$ cat config.mk
export PLATFORM = sky130hd
export DESIGN_NAME = lpm_sequencer
export DESIGN_NICKNAME = d
export VERILOG_FILES = /design/src/rtl/lpm_pkg.sv /design/src/rtl/lpm_edge_rise.sv /design/src/rtl/lpm_wait_timer.sv /design/src/rtl/lpm_wake_filter.sv /design/src/rtl/lpm_sequencer.sv
export SDC_FILE = /design/constraint.sdc
export NUM_CORES = 1
export LEC_CHECK = 0
export ABC_AREA = 1
export CAP_MARGIN = 20
export CORE_UTILIZATION = 58
export DETAILED_ROUTE_END_ITERATION = 12
export DONT_BUFFER_PORTS = 1
export PLACE_DENSITY_LB_ADDON = 0.05
export SETUP_SLACK_MARGIN = 0.5
export SLEW_MARGIN = 15
export SYNTH_ARGS = -nofsm -noshare
export SYNTH_HDL_FRONTEND = slang
export SYNTH_SLANG_ARGS = --single-unit
$ cat constraint.sdc
create_clock -name clk -period 1.7 [get_ports clk]
set_clock_uncertainty 0.2 [all_clocks]
set_input_delay 0.34 -clock clk [delete_from_list [all_inputs] [get_ports clk]]
set_output_delay 0.34 -clock clk [all_outputs]
set_load 0.02 [all_outputs]
$ cat src/rtl/lpm_pkg.sv
package lpm_pkg;

    localparam int WAKE_N = 5;

    // wake source bit positions
    localparam int WK_IRQ   = 0;
    localparam int WK_ALARM = 1;
    localparam int WK_TICK  = 2;
    localparam int WK_BATT  = 3;
    localparam int WK_XRST  = 4;

    localparam logic [WAKE_N-1:0] IDLE_WAKE_SET =
        (WAKE_N'(1) << WK_IRQ) | (WAKE_N'(1) << WK_ALARM) |
        (WAKE_N'(1) << WK_TICK) | (WAKE_N'(1) << WK_BATT);
    localparam logic [WAKE_N-1:0] STOP_WAKE_SET =
        (WAKE_N'(1) << WK_IRQ) | (WAKE_N'(1) << WK_ALARM) |
        (WAKE_N'(1) << WK_TICK) | (WAKE_N'(1) << WK_XRST);

    typedef enum logic [3:0] {
        S_RUN, S_IDLE, S_CORE_DRAIN, S_BUS_DRAIN, S_HALT,
        S_OSC_WAIT, S_PLL_WAIT, S_PWR_UP, S_CORE_RST
    } lpm_state_e;

    typedef enum logic [2:0] {
        MODE_NORMAL = 3'd0,
        MODE_IDLE   = 3'd1,
        MODE_STOP   = 3'd2,
        MODE_DEEP   = 3'd3,
        MODE_WAKING = 3'd4
    } lpm_mode_e;

    typedef struct packed {
        logic cpu;
        logic sys;
        logic osc;
        logic pll;
        logic pwr;
        logic rst;
        logic core_req;
        logic bus_req;
    } lpm_ctrl_t;

    function automatic lpm_ctrl_t decode_ctrl(lpm_state_e st, logic deep, logic osc_keep);
        lpm_ctrl_t c;
        c = '{cpu: 1'b1, sys: 1'b1, osc: 1'b1, pll: 1'b1, pwr: 1'b1,
              rst: 1'b0, core_req: 1'b0, bus_req: 1'b0};
        case (st)
            S_IDLE:       c.cpu = 1'b0;
            S_CORE_DRAIN: c.core_req = 1'b1;
            S_BUS_DRAIN: begin
                c.cpu     = 1'b0;
                c.bus_req = 1'b1;
            end
            S_HALT: begin
                c.cpu = 1'b0; c.sys = 1'b0; c.pll = 1'b0;
                c.osc = osc_keep; c.pwr = ~deep;
            end
            S_OSC_WAIT: begin
                c.cpu = 1'b0; c.sys = 1'b0; c.pll = 1'b0; c.pwr = ~deep;
            end
            S_PLL_WAIT: begin
                c.cpu = 1'b0; c.sys = 1'b0; c.pwr = ~deep;
            end
            S_PWR_UP, S_CORE_RST: begin
                c.cpu = 1'b0; c.rst = 1'b1;
            end
            default: ;
        endcase
        return c;
    endfunction

    function automatic lpm_mode_e state_mode(lpm_state_e st, logic deep);
        case (st)
            S_RUN:                         return MODE_NORMAL;
            S_IDLE:                        return MODE_IDLE;
            S_CORE_DRAIN, S_BUS_DRAIN,
            S_HALT:                        return deep ? MODE_DEEP : MODE_STOP;
            default:                       return MODE_WAKING;
        endcase
    endfunction

endpackage

$ cat src/rtl/lpm_edge_rise.sv
module lpm_edge_rise #(
    parameter logic RESET_LEVEL = 1'b1
) (
    input  logic clk,
    input  logic rst,
    input  logic level_i,
    output logic rise_o
);
    logic prev_q;

    always_ff @(posedge clk) begin
        if (rst) prev_q <= RESET_LEVEL;
        else     prev_q <= level_i;
    end

    assign rise_o = level_i & ~prev_q;

    // a held level yields a single trigger
    assert_rise_single_R4: assert property (@(posedge clk) disable iff (rst)
        rise_o |=> !rise_o);
endmodule

$ cat src/rtl/lpm_wait_timer.sv
module lpm_wait_timer #(
    parameter int CNT_W = 16
) (
    input  logic             clk,
    input  logic             rst,
    input  logic             load_i,
    input  logic [CNT_W-1:0] value_i,
    output logic             done_o
);
    logic [CNT_W-1:0] cnt_q;

    always_ff @(posedge clk) begin
        if (rst)                 cnt_q <= '0;
        else if (load_i)         cnt_q <= value_i;
        else if (cnt_q != '0)    cnt_q <= cnt_q - 1'b1;
    end

    assign done_o = (cnt_q == '0);

    assert_timer_no_wrap_R9: assert property (@(posedge clk) disable iff (rst)
        (!load_i && done_o) |=> done_o);
endmodule

$ cat src/rtl/lpm_wake_filter.sv
module lpm_wake_filter
    import lpm_pkg::*;
(
    input  logic              clk,
    input  logic              rst,
    input  logic [WAKE_N-1:0] src_i,
    input  logic [WAKE_N-1:0] en_i,
    input  logic [WAKE_N-1:0] set_i,
    input  logic              armed_i,
    output logic              hit_o,
    output logic              pulse_o,
    output logic [WAKE_N-1:0] class_o
);
    logic [WAKE_N-1:0] accepted;

    assign accepted = src_i & en_i & set_i;
    assign hit_o    = armed_i & (|accepted);

    always_ff @(posedge clk) begin
        if (rst) begin
            pulse_o <= 1'b0;
            class_o <= '0;
        end else begin
            pulse_o <= hit_o;
            if (hit_o) class_o <= accepted;
        end
    end

    assert_pulse_one_cycle_R12: assert property (@(posedge clk) disable iff (rst)
        pulse_o |=> !pulse_o);
    assert_class_nonempty_R12: assert property (@(posedge clk) disable iff (rst)
        pulse_o |-> (class_o != '0));
endmodule

$ cat src/rtl/lpm_sequencer.sv
module lpm_sequencer
    import lpm_pkg::*;
#(
    parameter int CNT_W    = 16,
    parameter int RST_HOLD = 8
) (
    input  logic              clk,
    input  logic              rst,
    input  logic              core_standby_i,
    input  logic              stop_req_i,
    input  logic              deep_cfg_i,
    input  logic              osc_off_cfg_i,
    input  logic [WAKE_N-1:0] wake_src_i,
    input  logic [WAKE_N-1:0] wake_en_i,
    input  logic [CNT_W-1:0]  osc_cnt_i,
    input  logic [CNT_W-1:0]  pll_cnt_i,
    input  logic              core_down_ack_i,
    input  logic              bus_drain_ack_i,
    input  logic              core_pwr_good_i,
    output logic              core_down_req_o,
    output logic              bus_drain_req_o,
    output logic              cpu_clk_en_o,
    output logic              sys_clk_en_o,
    output logic              osc_en_o,
    output logic              pll_en_o,
    output logic              core_pwr_on_o,
    output logic              core_rst_o,
    output logic [2:0]        mode_o,
    output logic              wake_pulse_o,
    output logic [WAKE_N-1:0] wake_class_o
);
    localparam logic [CNT_W-1:0] RST_LOAD = CNT_W'(RST_HOLD - 1);

    lpm_state_e        state_q, state_d;
    logic              deep_q, osc_keep_q;
    logic              stop_rise, sby_rise;
    logic              wake_hit, wake_armed;
    logic [WAKE_N-1:0] wake_set;
    logic              tmr_load, tmr_done;
    logic [CNT_W-1:0]  tmr_value;
    lpm_ctrl_t         ctrl;

    lpm_edge_rise #(.RESET_LEVEL(1'b1)) u_stop_edge (
        .clk(clk), .rst(rst), .level_i(stop_req_i), .rise_o(stop_rise));

    lpm_edge_rise #(.RESET_LEVEL(1'b1)) u_sby_edge (
        .clk(clk), .rst(rst), .level_i(core_standby_i), .rise_o(sby_rise));

    assign wake_armed = (state_q == S_IDLE) || (state_q == S_HALT);
    assign wake_set   = (state_q == S_IDLE) ? IDLE_WAKE_SET : STOP_WAKE_SET;

    lpm_wake_filter u_wake (
        .clk(clk), .rst(rst), .src_i(wake_src_i), .en_i(wake_en_i),
        .set_i(wake_set), .armed_i(wake_armed), .hit_o(wake_hit),
        .pulse_o(wake_pulse_o), .class_o(wake_class_o));

    lpm_wait_timer #(.CNT_W(CNT_W)) u_timer (
        .clk(clk), .rst(rst), .load_i(tmr_load), .value_i(tmr_value),
        .done_o(tmr_done));

    always_comb begin
        state_d   = state_q;
        tmr_load  = 1'b0;
        tmr_value = '0;
        case (state_q)
            S_RUN: begin
                if (stop_rise)     state_d = S_CORE_DRAIN;
                else if (sby_rise) state_d = S_IDLE;
            end
            S_IDLE:       if (wake_hit) state_d = S_RUN;
            S_CORE_DRAIN: if (core_down_ack_i) state_d = S_BUS_DRAIN;
            S_BUS_DRAIN:  if (bus_drain_ack_i) state_d = S_HALT;
            S_HALT: begin
                if (wake_hit) begin
                    tmr_load = 1'b1;
                    if (osc_keep_q) begin
                        state_d   = S_PLL_WAIT;
                        tmr_value = pll_cnt_i;
                    end else begin
                        state_d   = S_OSC_WAIT;
                        tmr_value = osc_cnt_i;
                    end
                end
            end
            S_OSC_WAIT: begin
                if (tmr_done) begin
                    state_d   = S_PLL_WAIT;
                    tmr_load  = 1'b1;
                    tmr_value = pll_cnt_i;
                end
            end
            S_PLL_WAIT: if (tmr_done) state_d = deep_q ? S_PWR_UP : S_RUN;
            S_PWR_UP: begin
                if (core_pwr_good_i) begin
                    state_d   = S_CORE_RST;
                    tmr_load  = 1'b1;
                    tmr_value = RST_LOAD;
                end
            end
            S_CORE_RST: if (tmr_done) state_d = S_RUN;
            default:    state_d = S_RUN;
        endcase
    end

    always_ff @(posedge clk) begin
        if (rst) begin
            state_q    <= S_RUN;
            deep_q     <= 1'b0;
            osc_keep_q <= 1'b1;
        end else begin
            state_q <= state_d;
            if (state_q == S_RUN && stop_rise) begin
                deep_q     <= deep_cfg_i;
                osc_keep_q <= ~osc_off_cfg_i;
            end
        end
    end

    assign ctrl            = decode_ctrl(state_q, deep_q, osc_keep_q);
    assign cpu_clk_en_o    = ctrl.cpu;
    assign sys_clk_en_o    = ctrl.sys;
    assign osc_en_o        = ctrl.osc;
    assign pll_en_o        = ctrl.pll;
    assign core_pwr_on_o   = ctrl.pwr;
    assign core_rst_o      = ctrl.rst;
    assign core_down_req_o = ctrl.core_req;
    assign bus_drain_req_o = ctrl.bus_req;
    assign mode_o          = state_mode(state_q, deep_q);

    assert_entry_needs_edge_R4: assert property (@(posedge clk) disable iff (rst)
        $rose(core_down_req_o) |-> ($past(stop_req_i) && !$past(stop_req_i, 2)));
    assert_drain_after_core_ack_R5: assert property (@(posedge clk) disable iff (rst)
        $rose(bus_drain_req_o) |-> $past(core_down_ack_i));
    assert_gate_after_bus_ack_R7: assert property (@(posedge clk) disable iff (rst)
        $fell(core_pwr_on_o) |-> $past(bus_drain_ack_i));
    assert_clocks_follow_pll_R9: assert property (@(posedge clk) disable iff (rst)
        $rose(sys_clk_en_o) |-> $past(pll_en_o));
    assert_core_rst_blocks_cpu_R10: assert property (@(posedge clk) disable iff (rst)
        core_rst_o |-> !cpu_clk_en_o);
    assert_rst_release_needs_power_R10: assert property (@(posedge clk) disable iff (rst)
        $fell(core_rst_o) |-> core_pwr_good_i);
endmodule

==> impl_metrics.tcl, run 1 <==
set metrics [dict create \
    outcome "did not finish" \
    haltStage "5_1_grt" \
    firstError "[ERROR GRT-0232] Routing congestion too high. Check the congestion heatmap in the GUI." \
    routabilityCongestion 0.970 \
    grt_max_degree 25 \
    fp.dieW_um 66.8 \
    place_ws_ns -0.0913 \
    yosysSeqAreaShare_pct 24.6 \
    cts-buffers-inserted 5 \
    overflow 372 \
    die_y_um 66.8 \
    synth.area.top_cells "dfxtp_1 25%, nand2_1 23%, nor2_1 9.2%, nand3_1 9.0%, inv_1 6.6%" \
    cts_num_sinks 30 \
    clockBufferDepth 2 \
    cts_max_level 2 \
    yosys_warnings 0 \
    hpwlAfterDp_mm 5.55 \
    synth_top_area_cell "dfxtp_1" \
    syn_nets 482 \
    synth_area_mm2 0.00244 \
    avgSynthCellArea_um2 5.68 \
    ys_seq_elements 30 \
    placedCellCount 512 \
    synth_async_sr_flop_share_pct 0 \
    synth_common_cells "147 x nand2_1, 60 x nor2_1, 44 x nand3_1" \
    cts_root_buffer "clkbuf_8" \
    yosysMostFrequentCell "nand2_1" \
    yosysUniqueCellTypes 30 \
    gr-usage-all-layers_pct 97.8 \
    portBuffers 0 \
    rows 23 \
    grt-worst-endpoint "u_timer.cnt_q[3]$_SDFFE_PP0P_/D" \
    synth_edf_count 0 \
    initial_core_util_pct 60.5 \
    synth_top_area_share_pct 24.6 \
    ios 68 \
    syn_inst 429 \
    endpoint_type "register input" \
    synthFlopType "dfxtp_1" \
]
## per-stage QoR
step / cell area [µm²] / setup TNS (ns) / hold WS [ns]
floorplan: 2640 / -0.0578 / 0.209
global placement: 2950 / -0.404 / 0.204
detailed placement: 2950 / -1.11 / 0.205
CTS: 3630 / -0.540 / -0.0947
## repair_timing
item,CTS
endpoints found under the hold margin,24
setup endpoints to repair,45
gates cloned,1
pin swaps,50
resized for setup,106
hold buffers,3
setup buffers,21
## cells by family after synthesis
kind of cell | after synthesis | share of synthesized area, %
fa+ha+maj | 2 | 1.03
flops | 30 | 24.6
xor+xnor | 7 | 2.52
mux | 2 | 0.821
simple gates | 292 | 53.1
compound gates | 33 | 6.83
buf+inv | 63 | 11.1
## metal layers
metal	track usage, %	overflow
met5	15.3	0
met1	85.6	1
met4	112	69
met2	136	299
met3	67.8	3
==> run 2: changes to the inputs <==
- CORE_UTILIZATION: 58 -> 40
- PLACE_DENSITY_LB_ADDON: 0.05 -> 0.15
- SETUP_SLACK_MARGIN: 0.5 -> not set
- clock period: 1.7 -> 2.2 ns (I/O delays scaled with it)
==> impl_metrics.tcl, run 2 <==
set metrics [dict create \
    outcome "completed" \
    yosysMostFrequentCell "nand2_1" \
    vias_per_cell 5.02 \
    fp.dieW_um 80.1 \
    drtIter0Drc 124 \
    hold_class "primary input to flip-flop" \
    regMostFlops "u_timer.cnt_q" \
    p_clk_share_pct 13.9 \
    tightest_slew_ns 0.582 \
    p_comb_share_pct 62.6 \
    overflow 0 \
    grt_max_degree 25 \
    synth_top_area_cell "dfxtp_1" \
    rows 28 \
    drive_gt1_share_pct 10.6 \
    routabilityCongestion 0.868 \
    fin_tns_setup_ns 0 \
    place_ws_ns 0.102 \
    drc_errors 0 \
    mostFrequentLayoutCell "nand2_1" \
    synth_area_mm2 0.00244 \
    fillerInstances 658 \
    final_cell_mix "146 x nand2_1, 59 x nor2_1, 44 x nand3_1" \
    synth.area.top_cells "dfxtp_1 25%, nand2_1 23%, nor2_1 9.2%, nand3_1 9.0%, inv_1 6.6%" \
    syn_nets 482 \
    ios 68 \
    p_switching_mw 2.06 \
    synth_top_area_share_pct 24.6 \
    max_cap_violations 0 \
    finalPower_mw 4.00 \
    synth_async_sr_flop_share_pct 0 \
    critPathLaunchType "flip-flop" \
    rsz0062_at_grt "no" \
    placed_area_mm2 0.00253 \
    finalWirelength_mm 6.63 \
    yosysUniqueCellTypes 30 \
    crit_fanout 5 \
    clockBufferDepth 2 \
    relSlewSlack_pct 61.0 \
    portBuffers 0 \
    yosys_warnings 0 \
    vdd_drop_max_v 0.000494 \
    cts_num_sinks 30 \
    hpwlAfterDp_mm 5.20 \
    diodes 0 \
    seq_area_um2 602 \
    avgSynthCellArea_um2 5.68 \
    synthFlopType "dfxtp_1" \
    largestRegisters "u_timer.cnt_q x16, u_wake.class_o x5, state_q x4" \
    drt-wirelength-per-cell_um 13.0 \
    grt_pass1_wl_mm 10.9 \
    arrival_ns 1.43 \
    setup_violations 0 \
    crit_required_ns 1.56 \
    antenna_found_initial 0 \
    hold_viol 0 \
    die_y_um 80.1 \
    finalCritPeriodShare_pct 94.1 \
    multi_input_area_mm2 0.00158 \
    core-area_mm2 0.00589 \
    fp.dieArea_mm2 0.00641 \
    area_growth_pct 9.29 \
    hp-start "rst" \
    cts_root_buffer "clkbuf_8" \
    largest_reg_flops 16 \
    fin_crit_ns 2.07 \
    seq_power_share_pct 23.4 \
    final_cell_area_mm2 0.00266 \
    grt_pass1_vias 2325 \
    end_kind "output pin" \
    setup_ws_ns 0.130 \
    gr-usage-all-layers_pct 22.0 \
    initial_core_util_pct 41.4 \
    clk_pin_slew_ns 0.07 \
    cellLeakagePower_nw 1.41 \
    final_antenna_net_count 0 \
    synth_edf_count 0 \
    clock.fmax_mhz 483 \
    r2r_start "u_timer.cnt_q[0]" \
    critical_path_class "flip-flop to output pin" \
    dr.pass1.iters 4 \
    drv_slew 0 \
    cts_tree "yes" \
    p_int_mw 1.94 \
    utilization_pct 45.3 \
    syn_inst 429 \
    ys_seq_elements 30 \
    startpoint "state_q[0]" \
    swShare_pct 51.6 \
    vias 2566 \
    power_density_mw_per_mm2 1500 \
    cts_max_level 2 \
    worst_skew_pair.late_latency_ns 0.29 \
    fin_nets 488 \
    synth_common_cells "147 x nand2_1, 60 x nor2_1, 44 x nand3_1" \
    yosysSeqAreaShare_pct 24.6 \
    cts-buffers-inserted 5 \
]
run 2: cell counts after synthesis:
Identical to the previous run, type by type.
run 2: cell type report:
| type | instances | share of cell area [%] |
|---|---|---|
| flip-flops and latches | 30 | 22.6 |
| clock buffers | 5 | 2.58 |
| multi-input cells | 336 | 59.4 |
| inverters | 50 | 7.05 |
| repair buffers | 12 | 3.38 |
| well taps | 75 | 3.52 |
| clock inverters | 3 | 1.50 |
run 2: cell families (layout without fill, tap and decap cells):
logic type,Yosys count,after routing,share of synthesized area (%)
AOI/OAI and AO/OA,33,33,6.83
xor gates and xnor gates,7,7,2.52
adders and majority gates,2,2,1.03
buffers and inverters,63,70,11.1
DFF,30,30,24.6
muxes,2,2,0.821
and+or+nand+nor,292,292,53.1
run 2: worst paths after layout:
kind / cells past startpoint / to / slack (ns)
worst min register to register: 2 / deep_q / 0.31
worst max register to register: 11 / u_timer.cnt_q[15] / 0.23
worst min-delay path: 1 / u_timer.cnt_q[6] / 0.02
worst max-delay path: 6 / mode_o[0] / 0.13
run 2: stage by stage:
stage	hold WS [ns]	instances
floorplan	0.259	429
global placement	0.312	502
detailed placement	0.308	502
CTS	0.00162	510
global route	0.00238	511
finish	0.0158	511
run 2: metal layers:
| layer | wire [µm] | vias to the layer above | global-route usage (%) | part of all wire (%) |
|---|---|---|---|---|
| li1 | - | 1370 | - | - |
| met1 | 3220 | 1119 | 29.9 | 49 |
| met2 | 2950 | 69 | 34.9 | 44 |
| met3 | 373 | 8 | 4.43 | 5.6 |
| met4 | 85 | 0 | 6.25 | 1.3 |
| met5 | 0 | - | 0 | 0 |
run 2: power groups by stage:
stage | clock network, mW | logic [mW] | registers [mW]
floorplan | 0 | 1.93 | 0.890
global placement | 0 | 2.45 | 0.946
detailed placement | 0 | 2.43 | 0.940
CTS | 0.577 | 2.45 | 0.936
global route | 0.595 | 2.86 | 0.965
finish | 0.557 | 2.50 | 0.937
run 2: critical path: stages, from the launching register on:
cell     delay (ns)
dfxtp_1        0.37
nor2_4         0.18
inv_2          0.07
nor2_4         0.14
a21oi_1        0.06
o21ai_0        0.16
buf_4          0.16
run 2: repair_timing:
item | CTS | global route
setup endpoints to repair | 2 | 8
resized for setup | 1 | 4
pin swaps | 0 | 1
hold buffers | 0 | 0
buffers inserted | 0 | 1
(Power assumes the default switching activity.)
